==> config.mk <==
export PLATFORM = sky130hd
export DESIGN_NAME = dtmf_synth
export DESIGN_NICKNAME = d
export VERILOG_FILES = /design/src/rtl/dtmf_synth_pkg.sv /design/src/rtl/dtmf_key_decode.sv /design/src/rtl/dtmf_tone_chan.sv /design/src/rtl/dtmf_synth.sv
export SDC_FILE = /design/constraint.sdc
export NUM_CORES = 1
export LEC_CHECK = 0
export ABC_AREA = 1
export BUFFER_PORTS_ARGS = -buffer_cell sky130_fd_sc_hd__buf_4
export CAP_MARGIN = 20
export CORE_MARGIN = 2
export CORE_UTILIZATION = 45
export DETAILED_ROUTE_END_ITERATION = 10
export PLACE_DENSITY = 0.63
export RECOVER_POWER = 50
export SETUP_SLACK_MARGIN = 0.5
export SLEW_MARGIN = 20
export SYNTH_ARGS = -nofsm -noshare
export SYNTH_HDL_FRONTEND = slang
export SYNTH_HIERARCHICAL = 1
export SYNTH_SLANG_ARGS = --single-unit
export TNS_END_PERCENT = 20
==> constraint.sdc <==
create_clock -name clk -period 5 [get_ports clk]
set_clock_uncertainty 0.15 [all_clocks]
set_input_delay 0.25 -clock clk [delete_from_list [all_inputs] [get_ports clk]]
set_output_delay 0.25 -clock clk [all_outputs]
set_load 0.005 [all_outputs]
==> src/rtl/dtmf_synth_pkg.sv <==
package dtmf_synth_pkg;
  localparam int PH_W   = 5;   // 32 phase steps per period
  localparam int SMP_W  = 8;   // signed sine sample width
  localparam int DIV_W  = 8;   // divider counter width
  localparam int NLINE  = 4;   // tones per group
  localparam int MIX_W  = 10;  // summed output width
  localparam int ROW_BASE = 160, ROW_STEP = 14;
  localparam int COL_BASE = 92,  COL_STEP = 8;

  typedef struct packed {
    logic [1:0] row;
    logic [1:0] col;
  } key_pos_t;

  function automatic key_pos_t key_pos(input logic [3:0] code);
    key_pos_t k;
    logic [3:0] v;
    v = code - 4'd1;
    unique case (code)
      4'h0:    k = '{row: 2'd3, col: 2'd3};
      4'hA:    k = '{row: 2'd3, col: 2'd1};
      4'hB:    k = '{row: 2'd3, col: 2'd0};
      4'hC:    k = '{row: 2'd3, col: 2'd2};
      4'hD, 4'hE, 4'hF: k = '{row: 2'(code - 4'hD), col: 2'd3};
      default: k = '{row: 2'(v / 4'd3), col: 2'(v % 4'd3)};
    endcase
    return k;
  endfunction

  function automatic logic [DIV_W-1:0] seg_len(input bit hi, input int idx);
    return hi ? DIV_W'(COL_BASE - COL_STEP * idx) : DIV_W'(ROW_BASE - ROW_STEP * idx);
  endfunction

  function automatic logic signed [SMP_W-1:0] sine_at(input logic [PH_W-1:0] p);
    logic [PH_W-1:0] q;
    logic signed [SMP_W-1:0] m;
    q = p[PH_W-2] ? (PH_W'(16) - {1'b0, p[PH_W-2:0]}) : {1'b0, p[PH_W-2:0]};
    case (q)
      5'd0: m = 8'sd0;    5'd1: m = 8'sd25;   5'd2: m = 8'sd49;
      5'd3: m = 8'sd71;   5'd4: m = 8'sd90;   5'd5: m = 8'sd106;
      5'd6: m = 8'sd117;  5'd7: m = 8'sd125;  default: m = 8'sd127;
    endcase
    return p[PH_W-1] ? -m : m;
  endfunction

  function automatic logic signed [MIX_W-1:0] widen(input logic signed [SMP_W-1:0] s);
    return {{(MIX_W-SMP_W){s[SMP_W-1]}}, s};
  endfunction

  function automatic logic signed [MIX_W-1:0] pre_emph(input logic signed [MIX_W-1:0] x);
    return x + (x >>> 2);
  endfunction
endpackage

==> src/rtl/dtmf_key_decode.sv <==
module dtmf_key_decode
  import dtmf_synth_pkg::*;
(
  input  logic [3:0]       code,
  output logic [NLINE-1:0] row_oh,
  output logic [NLINE-1:0] col_oh
);
  key_pos_t pos;
  assign pos = key_pos(code);

  for (genvar i = 0; i < NLINE; i++) begin : g_line
    assign row_oh[i] = (pos.row == 2'(i));
    assign col_oh[i] = (pos.col == 2'(i));
  end
endmodule

==> src/rtl/dtmf_tone_chan.sv <==
module dtmf_tone_chan
  import dtmf_synth_pkg::*;
#(
  parameter bit HI_GRP = 1'b0
) (
  input  logic                    clk,
  input  logic                    rst_n,
  input  logic                    osc_en,
  input  logic                    clr,
  input  logic [NLINE-1:0]        line_oh,
  output logic signed [SMP_W-1:0] sample
);
  logic [DIV_W-1:0] divisor;
  logic [DIV_W-1:0] div_cnt;
  logic [PH_W-1:0]  phase;
  logic             seg_end;
  logic             step;

  always_comb begin
    divisor = '0;
    for (int i = 0; i < NLINE; i++)
      if (line_oh[i]) divisor = seg_len(HI_GRP, i);
  end

  assign seg_end = (div_cnt == divisor - DIV_W'(1));
  assign step    = osc_en && !clr && seg_end;

  always_ff @(posedge clk or negedge rst_n) begin
    if (!rst_n) begin
      div_cnt <= '0;
      phase   <= '0;
    end else if (clr) begin
      div_cnt <= '0;
      phase   <= '0;
    end else if (osc_en) begin
      div_cnt <= seg_end ? '0 : div_cnt + DIV_W'(1);
      if (seg_end) phase <= phase + PH_W'(1);
    end
  end

  assign sample = sine_at(phase);

  // the divider never passes its terminal count
  a_r3_div_in_range: assert property (@(posedge clk) disable iff (!rst_n)
    div_cnt < divisor);
  a_r5_step_adv: assert property (@(posedge clk) disable iff (!rst_n)
    step |=> phase == $past(phase) + PH_W'(1));
  a_r5_clear: assert property (@(posedge clk) disable iff (!rst_n)
    clr |=> (phase == '0) && (div_cnt == '0));
  a_r5_no_step_hold: assert property (@(posedge clk) disable iff (!rst_n)
    (!step && !clr) |=> $stable(phase));
endmodule

==> src/rtl/dtmf_synth.sv <==
module dtmf_synth
  import dtmf_synth_pkg::*;
(
  input  logic                    clk,
  input  logic                    rst_n,
  input  logic                    osc_en,
  input  logic                    code_wr,
  input  logic [3:0]              code_in,
  input  logic                    tone_en,
  input  logic                    single_sel,
  input  logic                    col_sel,
  output logic signed [MIX_W-1:0] sample_out,
  output logic                    sample_vld
);
  logic [3:0]              code_q;
  logic [NLINE-1:0]        row_oh, col_oh;
  logic signed [SMP_W-1:0] lo_smp, hi_smp;
  logic signed [MIX_W-1:0] lo_x, hi_x, mix;

  always_ff @(posedge clk or negedge rst_n) begin
    if (!rst_n)       code_q <= '0;
    else if (code_wr) code_q <= code_in;
  end

  dtmf_key_decode i_dec (.code(code_q), .row_oh(row_oh), .col_oh(col_oh));

  dtmf_tone_chan #(.HI_GRP(1'b0)) i_lo (
    .clk(clk), .rst_n(rst_n), .osc_en(osc_en), .clr(code_wr),
    .line_oh(row_oh), .sample(lo_smp));

  dtmf_tone_chan #(.HI_GRP(1'b1)) i_hi (
    .clk(clk), .rst_n(rst_n), .osc_en(osc_en), .clr(code_wr),
    .line_oh(col_oh), .sample(hi_smp));

  assign lo_x = widen(lo_smp);
  assign hi_x = pre_emph(widen(hi_smp));

  always_comb begin
    if (!tone_en)       mix = '0;
    else if (single_sel) mix = col_sel ? hi_x : lo_x;
    else                mix = lo_x + hi_x;
  end

  always_ff @(posedge clk or negedge rst_n) begin
    if (!rst_n) begin
      sample_out <= '0;
      sample_vld <= 1'b0;
    end else begin
      sample_vld <= osc_en;
      if (osc_en) sample_out <= mix;
    end
  end

  a_r2_two_lines: assert property (@(posedge clk) disable iff (!rst_n)
    ($countones(row_oh) == 1) && ($countones(col_oh) == 1));
  a_r10_vld_high: assert property (@(posedge clk) disable iff (!rst_n)
    osc_en |=> sample_vld);
  a_r10_vld_low: assert property (@(posedge clk) disable iff (!rst_n)
    !osc_en |=> !sample_vld);
  a_r10_hold: assert property (@(posedge clk) disable iff (!rst_n)
    !sample_vld |-> $stable(sample_out));
  a_r9_mute: assert property (@(posedge clk) disable iff (!rst_n)
    (!tone_en && osc_en) |=> sample_out == '0);
  a_r8_single_lo: assert property (@(posedge clk) disable iff (!rst_n)
    (tone_en && single_sel && !col_sel && osc_en) |=> sample_out == widen($past(lo_smp)));
endmodule

Yosys cells after proc, flatten, opt, wreduce, memory -nomap -nowiden
Memory sizes are Yosys's and may differ from the RTL's.
Cells that the tools add are included.

storage, ports and cells
  output and inout bits = 11
  ROM bits = 112
  bits in registers = 41
  word-level logic and storage cells = 80
  memories = 2
  input port bits = 11

memory list
  memory           words  bits a word  rd ports  clocked after Yosys merged registers in  wr ports  line                  text
  (no name shown)  8      7            1         0                                        0         dtmf_synth_pkg.sv:38  case (q)
  (no name shown)  8      7            1         0                                        0         dtmf_synth_pkg.sv:38

cells by class
  add/sub/neg operators = 14
  eq/ne operators = 14
  reductions and logical operators = 11
  divide/modulo/power cells = 2
  muxes and demuxes = 30

operators with widths
  kind                                                                    count
  8-bit 2-to-1 mux                                                        17
  5-bit 2-to-1 mux                                                        8
  10-bit 2-to-1 mux                                                       3
  4-bit equality test, second input constant                              6
  4-bit case mux with 5 select lines                                      1
  8-bit by 1-bit adder with 8-bit output, second input constant           2
  8-bit equality test                                                     2
  8-bit negation                                                          2
  8-bit by 1-bit subtractor with 8-bit output, second input constant      2
  5-bit by 1-bit adder with 5-bit output, second input constant           2
  8-bit by 9-bit adder with 10-bit output                                 1
  5-bit by 4-bit subtractor with 5-bit output, first input constant       2
  8-bit by 6-bit adder with 9-bit output                                  1
  2-bit equality test, second input constant                              4
  2-bit logical NOT                                                       4
  7-bit 2-to-1 mux                                                        1
  2-bit nonzero test                                                      3
  4-bit by 2-bit divider with 4-bit output, second input constant         1
  2-bit by 1-bit equality test with 1-bit output, second input constant   2
  4-bit logical NOT                                                       1
  4-bit by 2-bit remainder unit with 4-bit output, second input constant  1
  2-bit AND reduction                                                     2
  4-bit by 1-bit subtractor with 4-bit output, second input constant      1
  3-bit OR reduction                                                      1
  2-bit by 1-bit subtractor with 2-bit output, second input constant      1

Longest topological paths before layout
Gate-level depths: netlist (run 1).

  depth in word-level cells = 13
  mapped depth = 37
  depth with buffers taken out = 37

By module
Netlist (run 1), hierarchy kept.

modules (own cells, without submodules)
  module                 times used  cells each  area each (sq um)  sequential area each (sq um)
  dtmf_synth             1           232         1545.2             375.4
  dtmf_tone_chan (i_lo)  1           197         1310.0             325.3
  dtmf_tone_chan (i_hi)  1           166         1217.4             325.3
  dtmf_key_decode        1           98          563.0              0.0

Worst setup path before layout (run 1)
Ideal clock, no wire load.

  path kind = register to register
  from = reg i_hi.phase[0]
  to = reg sample_out[7]
  stages on the path, launching flop included = 29
  required time = 4.733 ns
  path buffers = 0
  data arrival time = 3.937 ns
  setup slack = 0.795 ns
  period minus slack after synthesis = 4.205 ns
  setup time = 0.117 ns
  cells stage by stage = dfrtp_1 -> inv_1 -> ha_1 -> nand2_1 -> o21ai_2 -> inv_1 -> ha_1 -> inv_1 -> nand2_2 -> nand3_4 -> inv_1 -> ha_1 -> nor2_1 -> xnor2_1 -> inv_1 -> ha_1 -> fa_1 -> nand3_1 -> nand4_1 -> and2_1 -> ha_1 -> nand2_1 -> inv_1 -> a21oi_1 -> nand2_1 -> nand2_1 -> nand3_1 -> nand3_1 -> nand2_1

on the way
  longest elaborated chain between the ends = 10
  elaborated cells on any way between the ends = 12
  those cells by class = add/sub (4); mux (6); reduce/logical (1); memory (1)

RTL lines
  what                                                                          line                                text
  start, declared                                                               dtmf_tone_chan.sv:15                logic [PH_W-1:0] phase;
  start signal, assigned                                                        dtmf_tone_chan.sv:37                if (seg_end) phase <= phase + PH_W'(1);
  5-bit by 4-bit subtractor with 5-bit output                                   dtmf_synth_pkg.sv:37                q = p[PH_W-2] ? (PH_W'(16) - {1'b0, p[PH_W-2:0]}) : {1'b0, p[PH_W-2:0]};
  5-bit 2-to-1 mux (*)                                                          dtmf_synth_pkg.sv:37
  memory read 8 x 7 bit or 2-bit logical NOT (tied branches)                    n/a
  8-bit 2-to-1 mux (*)                                                          dtmf_synth_pkg.sv:38
  8-bit negation                                                                dtmf_synth_pkg.sv:43                return p[PH_W-1] ? -m : m;
  8-bit 2-to-1 mux (*)                                                          dtmf_synth_pkg.sv:43
  via hi_smp[0]                                                                 dtmf_synth.sv:17                    logic signed [SMP_W-1:0] lo_smp, hi_smp;
  8-bit by 6-bit adder with 9-bit output (*)                                    dtmf_synth_pkg.sv:51                return x + (x >>> 2);
  8-bit by 9-bit adder with 10-bit output or 10-bit 2-to-1 mux (tied branches)  dtmf_synth.sv:41, dtmf_synth.sv:40
  10-bit 2-to-1 mux (*)                                                         dtmf_synth.sv:40                    else if (single_sel) mix = col_sel ? hi_x : lo_x;
  10-bit 2-to-1 mux (*)                                                         dtmf_synth.sv:39                    if (!tone_en) mix = '0;
  end signal, assigned                                                          dtmf_synth.sv:50                    if (osc_en) sample_out <= mix;
  end, declared                                                                 dtmf_synth.sv:12                    output logic signed [MIX_W-1:0] sample_out,

The timed path passes the listed nets; every way through them passes the cells marked *.
A chain may end at the register's enable or synchronous reset.

Worst setup path in the final report (run 1)
  from = reg i_hi.phase[1]
  to = reg sample_out[7]

Same word-level chain as after synthesis.

==> summary.md, run 1 <==
| Metric | Value |
|---|---|
| Critical Path RT | 5.04 ns |
| GR Overflow Total | 0 |
| Slew margin rel. | -57.6% |
| Worst r2r dst | sample_out[7]$_DFFE_PN0P_ |
| TritonCTS Buffers | 5 |
| Hold path depth | 2 |
| Slew Viols, Final | 42 |
| CP Launch Type | flop |
| Clock-pin transition on the worst setup and hold timing paths | approximately 0.08 ns |
| Main combinational cell family by area after synthesis | simple AND/OR/NAND/NOR gates |
| Vias in the first global route | 4094 |
| Max Root-Sink Buffers | 2 |
| Final period util | 85.4% |
| DR pass1 iterations | 4 |
| Pleak | around 2.8 nW |
| CP Capture Type | flop |
| Crit path depth | 29 |
| Mux contribution to synthesized area | less than 1% |
| Synthesized area | 4640 um^2 |
| Distinct cells, synth | 46 |
| Asr flop ratio synth | 100% |
| Initial Util | around 46% |
| Path depth of the worst reg2reg path | 29 |
| WP data arrival | roughly 4.3 ns |
| Top_reg_cell synth | dfrtp_1 |
| Pwr per Cell Area | 224 nW/um^2 |
| RSZ-0062 raised after global routing | true |
| Port bufs | 21 |
| Total wire length | approximately 11000 um |
| Post-synthesis simple-gate area fraction | 40.8% |
| Register area share after synthesis | 22.1% |
| Die area | 11100 um^2 |
| Ys Warns | 6 |
| P&R area growth vs syn | 13.9% |
| Setup TNS | 0 ns |
| Layout net count | 780 |
| Pin count of the biggest net entering global routing | 42 |
| Die height | 105 um |
| Critical path type | flop to flop |
| Clock Latency Late Sink | 0.29 ns |
| Post-synthesis compound-gate area fraction | 7.18% |
| CP max FO | 5 |
| Max_cap viols | 1 |
| VDD IR-drop max | ~0.13 mV |
| CP startpoint | i_hi/phase[1]$_DFFE_PN0P_ |
| Number of synthesized register bits | approximately 40 |
| Worst hold path class | primary input to flop |
| I/O pin count | 22 |
| Mapped Nets | 750 |
| Clock net sink count | 41 |
| Fmax | 0.234 GHz |
| CTS root buf | clkbuf_8 |
| Layout Utilization | roughly 52% |
| H-tree depth | 2 |
| Wire per inst | 12.4 um |
| First-pass GRT wire length | 18200 um |
| Via density | 5.00 |
| Fill cells | ~1000 |
| Status | finished, violations left |
| Most frequent cells in the layout | nand2_1, inv_1, nand3_1, nor2_1, dfrtp_1 |
| FF-to-FF setup slack | roughly 0.73 ns |
| Crit path buffers/inverters | 3 |
| Syn avg cell area | roughly 6.7 um^2 |
| Worst slew pin tran | ~2.4 ns |
| Largest stage delay, worst path | 0.42 ns |
| Largest delay share family, worst path | simple AND/OR/NAND/NOR gates |
| Mapped Cells | between 600 and 700 |
| Failing checks | capacitance limit, slew limit |
| GRT Total Usage | 19.6% |
| Critical Path End | sample_out[7]$_DFFE_PN0P_ |
| Final Setup Violations | 0 |
| Ant diodes | 0 |
| Initial antenna violation count | 0 |
| Post-DP HPWL | 8150 um |
| Core Region | roughly 10000 um^2 |
| Final hold vios | 0 |
| Most frequent CP cell | nand2_1 |
| Die Span X | between 100 and 150 um |
| # rows | 37 |
| Slowest-stage cell, CP | dfrtp_1 |
| DRC violations left | 0 |
| Post-synth EDFFs | 0 |
| Xor and xnor area share after synthesis | about 5.8% |
| Initial drt markers | 158 |
| Routed Antenna Nets | 0 |
| Commonest non-fill, non-tap cell in the layout | nand2_1 |
| Final GP Congestion | about 0.95 |
| Minimum clock period | 4.27 ns |
| Worst r2r src | i_hi/phase[1]$_DFFE_PN0P_ |
| Area share of fa/ha/maj cells after synthesis | 12.7% |
| Ratio of cells with drive above 1 in the final layout | 18.0% |
| TritonCTS clock tree | built |
| Vias | approximately 4300 |
==> cells by family (layout without fill, tap and decap cells) <==
kind of cell	count (synthesis)	in the layout
and+or+nand+nor	396	396
buffers and inverters	120	151
AOI/OAI and AO/OA	57	57
adders and majority gates	46	46
DFF	41	41
xor gates and xnor gates	29	29
muxes	4	4
==> worst reg2reg max path: cells and delay by family, from the launching register on <==
family          cells  cell delay [ns]
fa+ha+maj           5             1.15
buf+inv             3             0.28
flops               1             0.42
simple gates       17             1.54
xor+xnor            1             0.27
compound gates      3             0.33
==> cell type report <==
| class | count | area (um^2) | area share (%) |
|---|---|---|---|
| clock inverters | 2 | 10.0 | 0.190 |
| clock buffers | 6 | 72.6 | 1.37 |
| inverters | 111 | 419 | 7.94 |
| well taps | 136 | 170 | 3.22 |
| multi-input cells | 532 | 3350 | 63.4 |
| flip-flops and latches | 41 | 1030 | 19.5 |
| repair buffers | 32 | 231 | 4.38 |
==> flip-flops by register name, summed over array words and instances, names as in the netlist <==
signal,flops
sample_out,10
i_lo/div_cnt,8
i_hi/div_cnt,8
code_q,4
sample_vld,1
i_lo/phase,5
i_hi/phase,5
==> cell usage after synthesis (3+ instances only) <==
master / n / area (um^2)
a21oi_1: 28 / 140
and2_1: 3 / 18.8
buf_4: 3 / 22.5
dfrtp_1: 41 / 1030
ha_1: 44 / 551
inv_1: 104 / 390
inv_2: 6 / 22.5
mux2_2: 4 / 45.0
nand2_1: 199 / 747
nand2_2: 9 / 56.3
nand2_4: 4 / 45.0
nand3_1: 74 / 370
nand3_2: 13 / 130
nand3_4: 3 / 52.6
nand3b_1: 4 / 30.0
nand4_1: 16 / 100
nor2_1: 57 / 214
nor2_2: 4 / 25.0
o21ai_0: 17 / 85.1
or2_2: 3 / 18.8
xnor2_1: 8 / 70.1
xor2_1: 19 / 166
==> metal layers <==
layer	share of wire, %	global-route usage (%)
met1	49	26.8
met2	47	32.5
met3	2.2	2.54
met4	1.1	5.36
met5	0	0
==> report_power, final <==
group	switching [mW]	internal, mW
clock network	0.114	0.0969
registers	0.0233	0.352
logic	0.365	0.229
==> how the worst min path moves through the flow <==
stage                          start  slack (ns)                          end
final                     code_in[1]        0.04        code_q[1]$_DFFE_PN0P_
after global routing      code_in[1]        0.03        code_q[1]$_DFFE_PN0P_
after CTS                 code_in[1]        0.03        code_q[1]$_DFFE_PN0P_
after detailed placement       rst_n        0.14  i_lo/div_cnt[7]$_DFFE_PN0P_
after global placement         rst_n        0.14  i_lo/div_cnt[7]$_DFFE_PN0P_
after floorplan                rst_n       -0.20        code_q[0]$_DFFE_PN0P_
==> repair_timing <==
action	CTS	global route
setup endpoints to repair	14	19
pin swaps	2	7
hold endpoints to repair	41	0
resized for setup	13	33
hold buffers	1	0
buffers inserted	2	7
==> per-stage QoR <==
step / hold slack [ns] / instances / power [mW] / setup slack, ns / cell area (um^2)
after CTS: 0.0296 / 853 / 1.16 / 0.493 / 5070
after detailed placement: 0.139 / 842 / 0.940 / 0.254 / 4910
after global placement: 0.137 / 842 / 0.924 / 0.439 / 4910
after floorplan: -0.196 / 693 / 0.814 / 0.795 / 4640
after global routing: 0.0267 / 860 / 1.30 / 0.313 / 5280
final: 0.0406 / 860 / 1.18 / 0.731 / 5280
(Power assumes the default switching activity.)
==> inputs of run 2 (changes only) <==
REMOVE_ABC_BUFFERS = 1   (was default)
==> summary.md, run 2 (same netlist as run 1, synthesis figures left out) <==
| Metric | Value |
|---|---|
| P&R area growth vs syn | 15.0% |
| Final GP Congestion | 0.964 |
| Ratio of cells with drive above 1 in the final layout | 19.2% |
| Critical path type | flop to flop |
| Hold path endpoint | code_q[1]$_DFFE_PN0P_ |
| Worst hold path class | primary input to flop |
| Max_cap viols | 1 |
| Slew margin rel. | -57.5% |
| Most frequent cells in the layout | nand2_1, inv_1, nand3_1, nor2_1, dfrtp_1 |
| Pint | around 730 uW |
| Wire per inst | about 12 um |
| Vias | 4328 |
| Placed Cells | 842 |
| Worst slew pin tran | 2.36 ns |
| FF-to-FF setup slack | 0.73 ns |
| Slew Viols, Final | 42 |
| Max Root-Sink Buffers | 2 |
| Most flop-heavy register | sample_out |
| CP Launch Type | flop |
| H-tree depth | 2 |
| Die Span X | 105 um |
| Failing checks | capacitance limit, slew limit |
| Pin count of the biggest net entering global routing | 42 |
| CP max FO | 6 |
| Ant diodes | 0 |
| Clock power frac | 21.2% |
| Initial antenna violation count | 0 |
| Initial Util | 45.7% |
| TritonCTS Buffers | 5 |
| Clock net sink count | 41 |
| GR Overflow Total | 0 |
| Path depth of the worst reg2reg path | 29 |
| Reg power frac | slightly above 30% |
| Biggest regs | sample_out: 10 flops, i_hi/div_cnt: 8 flops, i_lo/div_cnt: 8 flops |
| RSZ-0062 raised after global routing | true |
| Switching Share | between 40% and 50% |
| Pwr per Cell Area | 232 nW/um^2 |
| Fmax | ~0.23 GHz |
| I/O pin count | 22 |
| Clock Latency Late Sink | 0.29 ns |
| Final Setup Violations | 0 |
| Logic pwr share | 48.5% |
| Slowest-stage cell, CP | dfrtp_2 |
| Worst r2r dst | sample_out[6]$_DFFE_PN0P_ |
| VDD IR-drop max | 0.125 mV |
| Final hold vios | 0 |
| Core Region | 10100 um^2 |
| Routed Antenna Nets | 0 |
| Setup TNS | 0 ns |
| Tot Pwr | 1.24 mW |
| DR pass1 iterations | 5 |
| Total wire length | 10700 um |
| Vias in the first global route | 4047 |
| Final period util | 85.5% |
| WP data arrival | 4.32 ns |
| Initial drt markers | 172 |
| Pleak | 2.78 nW |
| Minimum clock period | between 4 and 5 ns |
| Largest stage delay, worst path | 0.40 ns |
| Via density | 5.04 |
| Post-DP HPWL | 8200 um |
| Finished Layout Cells | 859 |
| Layout net count | 780 |
| Hold path depth | 2 |
| Critical Path RT | 5.04 ns |
| Min-delay src | code_in[1] |
| # rows | 37 |
| P_sw | between 500 and 600 uW |
| GRT Total Usage | 19.5% |
| Die height | 105 um |
| CP Capture Type | flop |
| Die area | 11100 um^2 |
| Clock-pin transition on the worst setup and hold timing paths | 0.08 ns |
| Port bufs | 21 |
| TritonCTS clock tree | built |
| Largest register FFs | 10 |
| CTS root buf | clkbuf_8 |
| Status | finished, violations left |
| First-pass GRT wire length | between 15000 and 20000 um |
| Worst r2r src | i_hi/phase[0]$_DFFE_PN0P_ |
| Commonest non-fill, non-tap cell in the layout | nand2_1 |
| DRC violations left | 0 |
## run 2: changes by cell type in the layout (fill, tap and decap cells not counted), sizes merged
cell	change
buf	+1
bufinv	+1
clkbuf	-2
clkinvlp	+1
inv	-2
## run 2: through the flow
stage	worst slack (ns)	instance area, um^2	hold WS (ns)	util [%]
final	0.726	5330	0.0363	52.6
after CTS	0.516	5040	0.0300	49.7
after detailed placement	0.295	4910	0.135	48.4
after global routing	0.421	5330	0.0186	52.6
after floorplan	0.768	4570	-0.196	-
after global placement	0.437	4910	0.128	48.4
## run 2: timing repair
| action | CTS | global route |
|---|---|---|
| hold endpoints to repair | 41 | 0 |
| gates resized for setup | 7 | 52 |
| buffers inserted | 1 | 8 |
| hold buffers | 1 | 0 |
| pin swaps | 0 | 11 |
| endpoints found under the setup margin | 18 | 18 |
## run 2: metal layers
layer  GRT usage [%]  wire length [um]
met5               0                 0
met4            4.61               111
met3            3.34               381
met2            32.2              5120
met1            26.6              5090
## run 2: area by class of cell
type,instances,area [um^2]
Timing Repair Buffer,32,239
Tap cell,136,170
Multi-Input combinational cell,532,3360
Sequential cell,41,1030
Inverter,111,425
Clock buffer,5,68.8
Fill cell,987,4810
Clock inverter,2,35.0
## run 2: worst max-delay path by stage
stage | from | to | slack [ns] | cells after the start
floorplan | i_hi/phase[0]$_DFFE_PN0P_ | sample_out[7]$_DFFE_PN0P_ | 0.77 | 28
global placement | i_hi/phase[0]$_DFFE_PN0P_ | sample_out[7]$_DFFE_PN0P_ | 0.44 | 28
detailed placement | code_q[1]$_DFFE_PN0P_ | i_lo/phase[4]$_DFFE_PN0P_ | 0.30 | 33
CTS | i_hi/phase[1]$_DFFE_PN0P_ | sample_out[7]$_DFFE_PN0P_ | 0.52 | 32
global route | i_hi/phase[0]$_DFFE_PN0P_ | sample_out[9]$_DFFE_PN0P_ | 0.42 | 30
finish | i_hi/phase[0]$_DFFE_PN0P_ | sample_out[6]$_DFFE_PN0P_ | 0.73 | 29
## run 2: power groups by stage
stage | logic (mW) | registers, mW | clock network [mW]
after detailed placement | 0.557 | 0.383 | 0
final | 0.600 | 0.375 | 0.262
after CTS | 0.564 | 0.376 | 0.270
after global routing | 0.691 | 0.380 | 0.289
after floorplan | 0.432 | 0.378 | 0
after global placement | 0.542 | 0.382 | 0
## run 2: critical path: cells and delay by family (launching register included)
kind | cells | cell delay [ns]
XOR/XNOR | 2 | 0.29
flip-flops | 1 | 0.40
buffers and inverters | 7 | 0.48
AND/OR/NAND/NOR | 12 | 0.94
AO/OA/AOI/OAI | 2 | 0.34
adder cells (fa/ha/maj) | 6 | 1.55
==> inputs of run 3 (changes only) <==
REMOVE_ABC_BUFFERS = default   (was 1)
SETUP_SLACK_MARGIN = 0.4   (was 0.5)
clock period = 4.63 ns   (was 5 ns; I/O delays follow)
==> summary.md, run 3 (same netlist as run 1, synthesis figures left out) <==
| Metric | Value |
|---|---|
| Commonest non-fill, non-tap cell in the layout | nand2_1 |
| DRC violations left | 0 |
| Most frequent CP cell | nand2_1 |
| H-tree depth | 2 |
| Final GP Congestion | 0.953 |
| Status | finished, violations left |
| Largest stage delay, worst path | 0.40 ns |
| Die Span X | 105 um |
| Via density | ~5.0 |
| CP max FO | 5 |
| Biggest regs | sample_out: 10 flops, i_hi/div_cnt: 8 flops, i_lo/div_cnt: 8 flops |
| DR pass1 iterations | 4 |
| WP data arrival | 4.15 ns |
| Vias | ~4400 |
| RSZ-0062 raised after global routing | true |
| Die area | 11100 um^2 |
| Post-DP HPWL | a little over 8000 um |
| Multi-input gate area | 3500 um^2 |
| Fmax | 0.243 GHz |
| GR Overflow Total | 0 |
| Critical path type | flop to flop |
| Worst r2r src | i_hi/phase[1]$_DFFE_PN0P_ |
| Worst slew pin tran | 2.36 ns |
| Setup TNS | 0 ns |
| Vias in the first global route | approximately 4200 |
| Ratio of cells with drive above 1 in the final layout | 23.4% |
| Fill cells | 960 |
| Largest register FFs | 10 |
| Most frequent cells in the layout | nand2_1, inv_1, nand3_1, nor2_1, buf_4 |
| Wire per inst | 12.8 um |
| Clock net sink count | 41 |
| Die height | roughly 110 um |
| Logic pwr share | approximately 48% |
| TritonCTS Buffers | 5 |
| Initial antenna violation count | 0 |
| TritonCTS clock tree | built |
| Core Region | 10100 um^2 |
| Initial drt markers | between 100 and 150 |
| Max Root-Sink Buffers | 2 |
| P&R area growth vs syn | 20.8% |
| Total wire length | 11200 um |
| CP Launch Type | flop |
| Clock-pin transition on the worst setup and hold timing paths | 0.09 ns |
| Port bufs | 21 |
| Slew margin rel. | -57.2% |
| Most flop-heavy register | sample_out |
| Final Setup Violations | 0 |
| Layout Utilization | 55.3% |
| P_sw | 564 uW |
| Clock power frac | 24.1% |
| Critical Path RT | roughly 4.7 ns |
| I/O pin count | 22 |
| Layout net count | 796 |
| Ant diodes | 0 |
| Pint | 867 uW |
| Final hold vios | 0 |
| Max_cap viols | 1 |
| Min-delay src | code_in[1] |
| Slowest-stage cell, CP | dfrtp_1 |
| Pleak | 2.91 nW |
| Routed Antenna Nets | 0 |
| First-pass GRT wire length | 18600 um |
| GRT Total Usage | 20.0% |
| # rows | 37 |
| FF-to-FF setup slack | between 0.5 and 0.6 ns |
| Slew Viols, Final | 42 |
| Switching Share | 39.4% |
| Worst hold path class | primary input to flop |
| CP startpoint | i_hi/phase[1]$_DFFE_PN0P_ |
| FF+latch area | slightly above 1000 um^2 |
| Final period util | 88.8% |
| Failing checks | capacitance limit, slew limit |
| VDD IR-drop max | 0.161 mV |
| Pin count of the biggest net entering global routing | 42 |
| Reg power frac | 28.3% |
| Initial Util | 45.7% |
| CP Capture Type | flop |
| Pwr per Cell Area | 255 nW/um^2 |
| Clock Latency Late Sink | 0.29 ns |
| CTS root buf | clkbuf_8 |
| Minimum clock period | 4.11 ns |
-- run 3: changes by cell type in the layout (fill, tap and decap cells not counted), sizes merged --
cell      before  now
clkinv         3    2
inv          108  110
clkbuf         7    8
buf           29   44
clkinvlp       1    0
bufinv         1    2
-- run 3: cell type report --
type / instances / area share [%]
sequential: 41 / 18.3
multi-input combinational: 532 / 62.5
tap: 136 / 3.04
clock inverter: 3 / 1.16
inverter: 111 / 7.44
timing repair buffer: 48 / 6.28
clock buffer: 5 / 1.23
-- run 3: final timing paths --
| path | cells after the start | endpoint |
|---|---|---|
| max | 33 | sample_out[9]$_DFFE_PN0P_ |
| min | 2 | code_q[1]$_DFFE_PN0P_ |
| max reg2reg | 33 | sample_out[9]$_DFFE_PN0P_ |
| min reg2reg | 2 | sample_out[3]$_DFFE_PN0P_ |
| max in group asynchronous | 2 | i_lo/div_cnt[0]$_DFFE_PN0P_ |
| min in group asynchronous | 2 | sample_vld$_DFF_PN0_ |
-- run 3: worst max-delay path: cells and delay by family, from the launching register on --
family	cells	cell delay [ns]
simple gates	20	1.53
compound gates	2	0.18
buf+inv	5	0.44
xor+xnor	1	0.15
fa+ha+maj	5	1.15
flops	1	0.40
-- run 3: routing by layer --
layer / vias to the layer above / routed length (um) / GRT usage [%]
met5: - / 0 / 0
met4: 0 / 227 / 5.17
met3: 16 / 306 / 3.03
met2: 71 / 5310 / 33.7
met1: 2002 / 5340 / 26.8
li1: 2297 / - / -
-- run 3: timing repair --
| item | in CTS | in global routing |
|---|---|---|
| setup buffers | 5 | 16 |
| hold buffers | 1 | 0 |
| endpoints found under the setup margin | 19 | 26 |
| pin swaps | 2 | 20 |
| hold endpoints to repair | 41 | 0 |
| gates resized for setup | 16 | 64 |
-- run 3: power groups by stage --
stage          Combinational, mW  Clock (mW)  Sequential, mW
2_1_floorplan              0.471           0           0.408
3_3_place_gp               0.589           0           0.411
3_5_place_dp               0.604           0           0.411
4_1_cts                    0.618       0.355           0.405
5_1_grt                    0.774       0.371           0.409
6_report                   0.680       0.345           0.405
-- run 3: stage by stage --
stage          power [mW]  std cells  cell area (um^2)  hold WS (ns)  setup slack (ns)
2_1_floorplan       0.879        693              4640        -0.214             0.425
3_3_place_gp         1.00        846              4940         0.116             0.218
3_5_place_dp         1.02        846              4940         0.121            0.0730
4_1_cts              1.38        860              5190       0.00652             0.396
5_1_grt              1.55        876              5600       0.00769             0.244
6_report             1.43        876              5600        0.0153             0.520
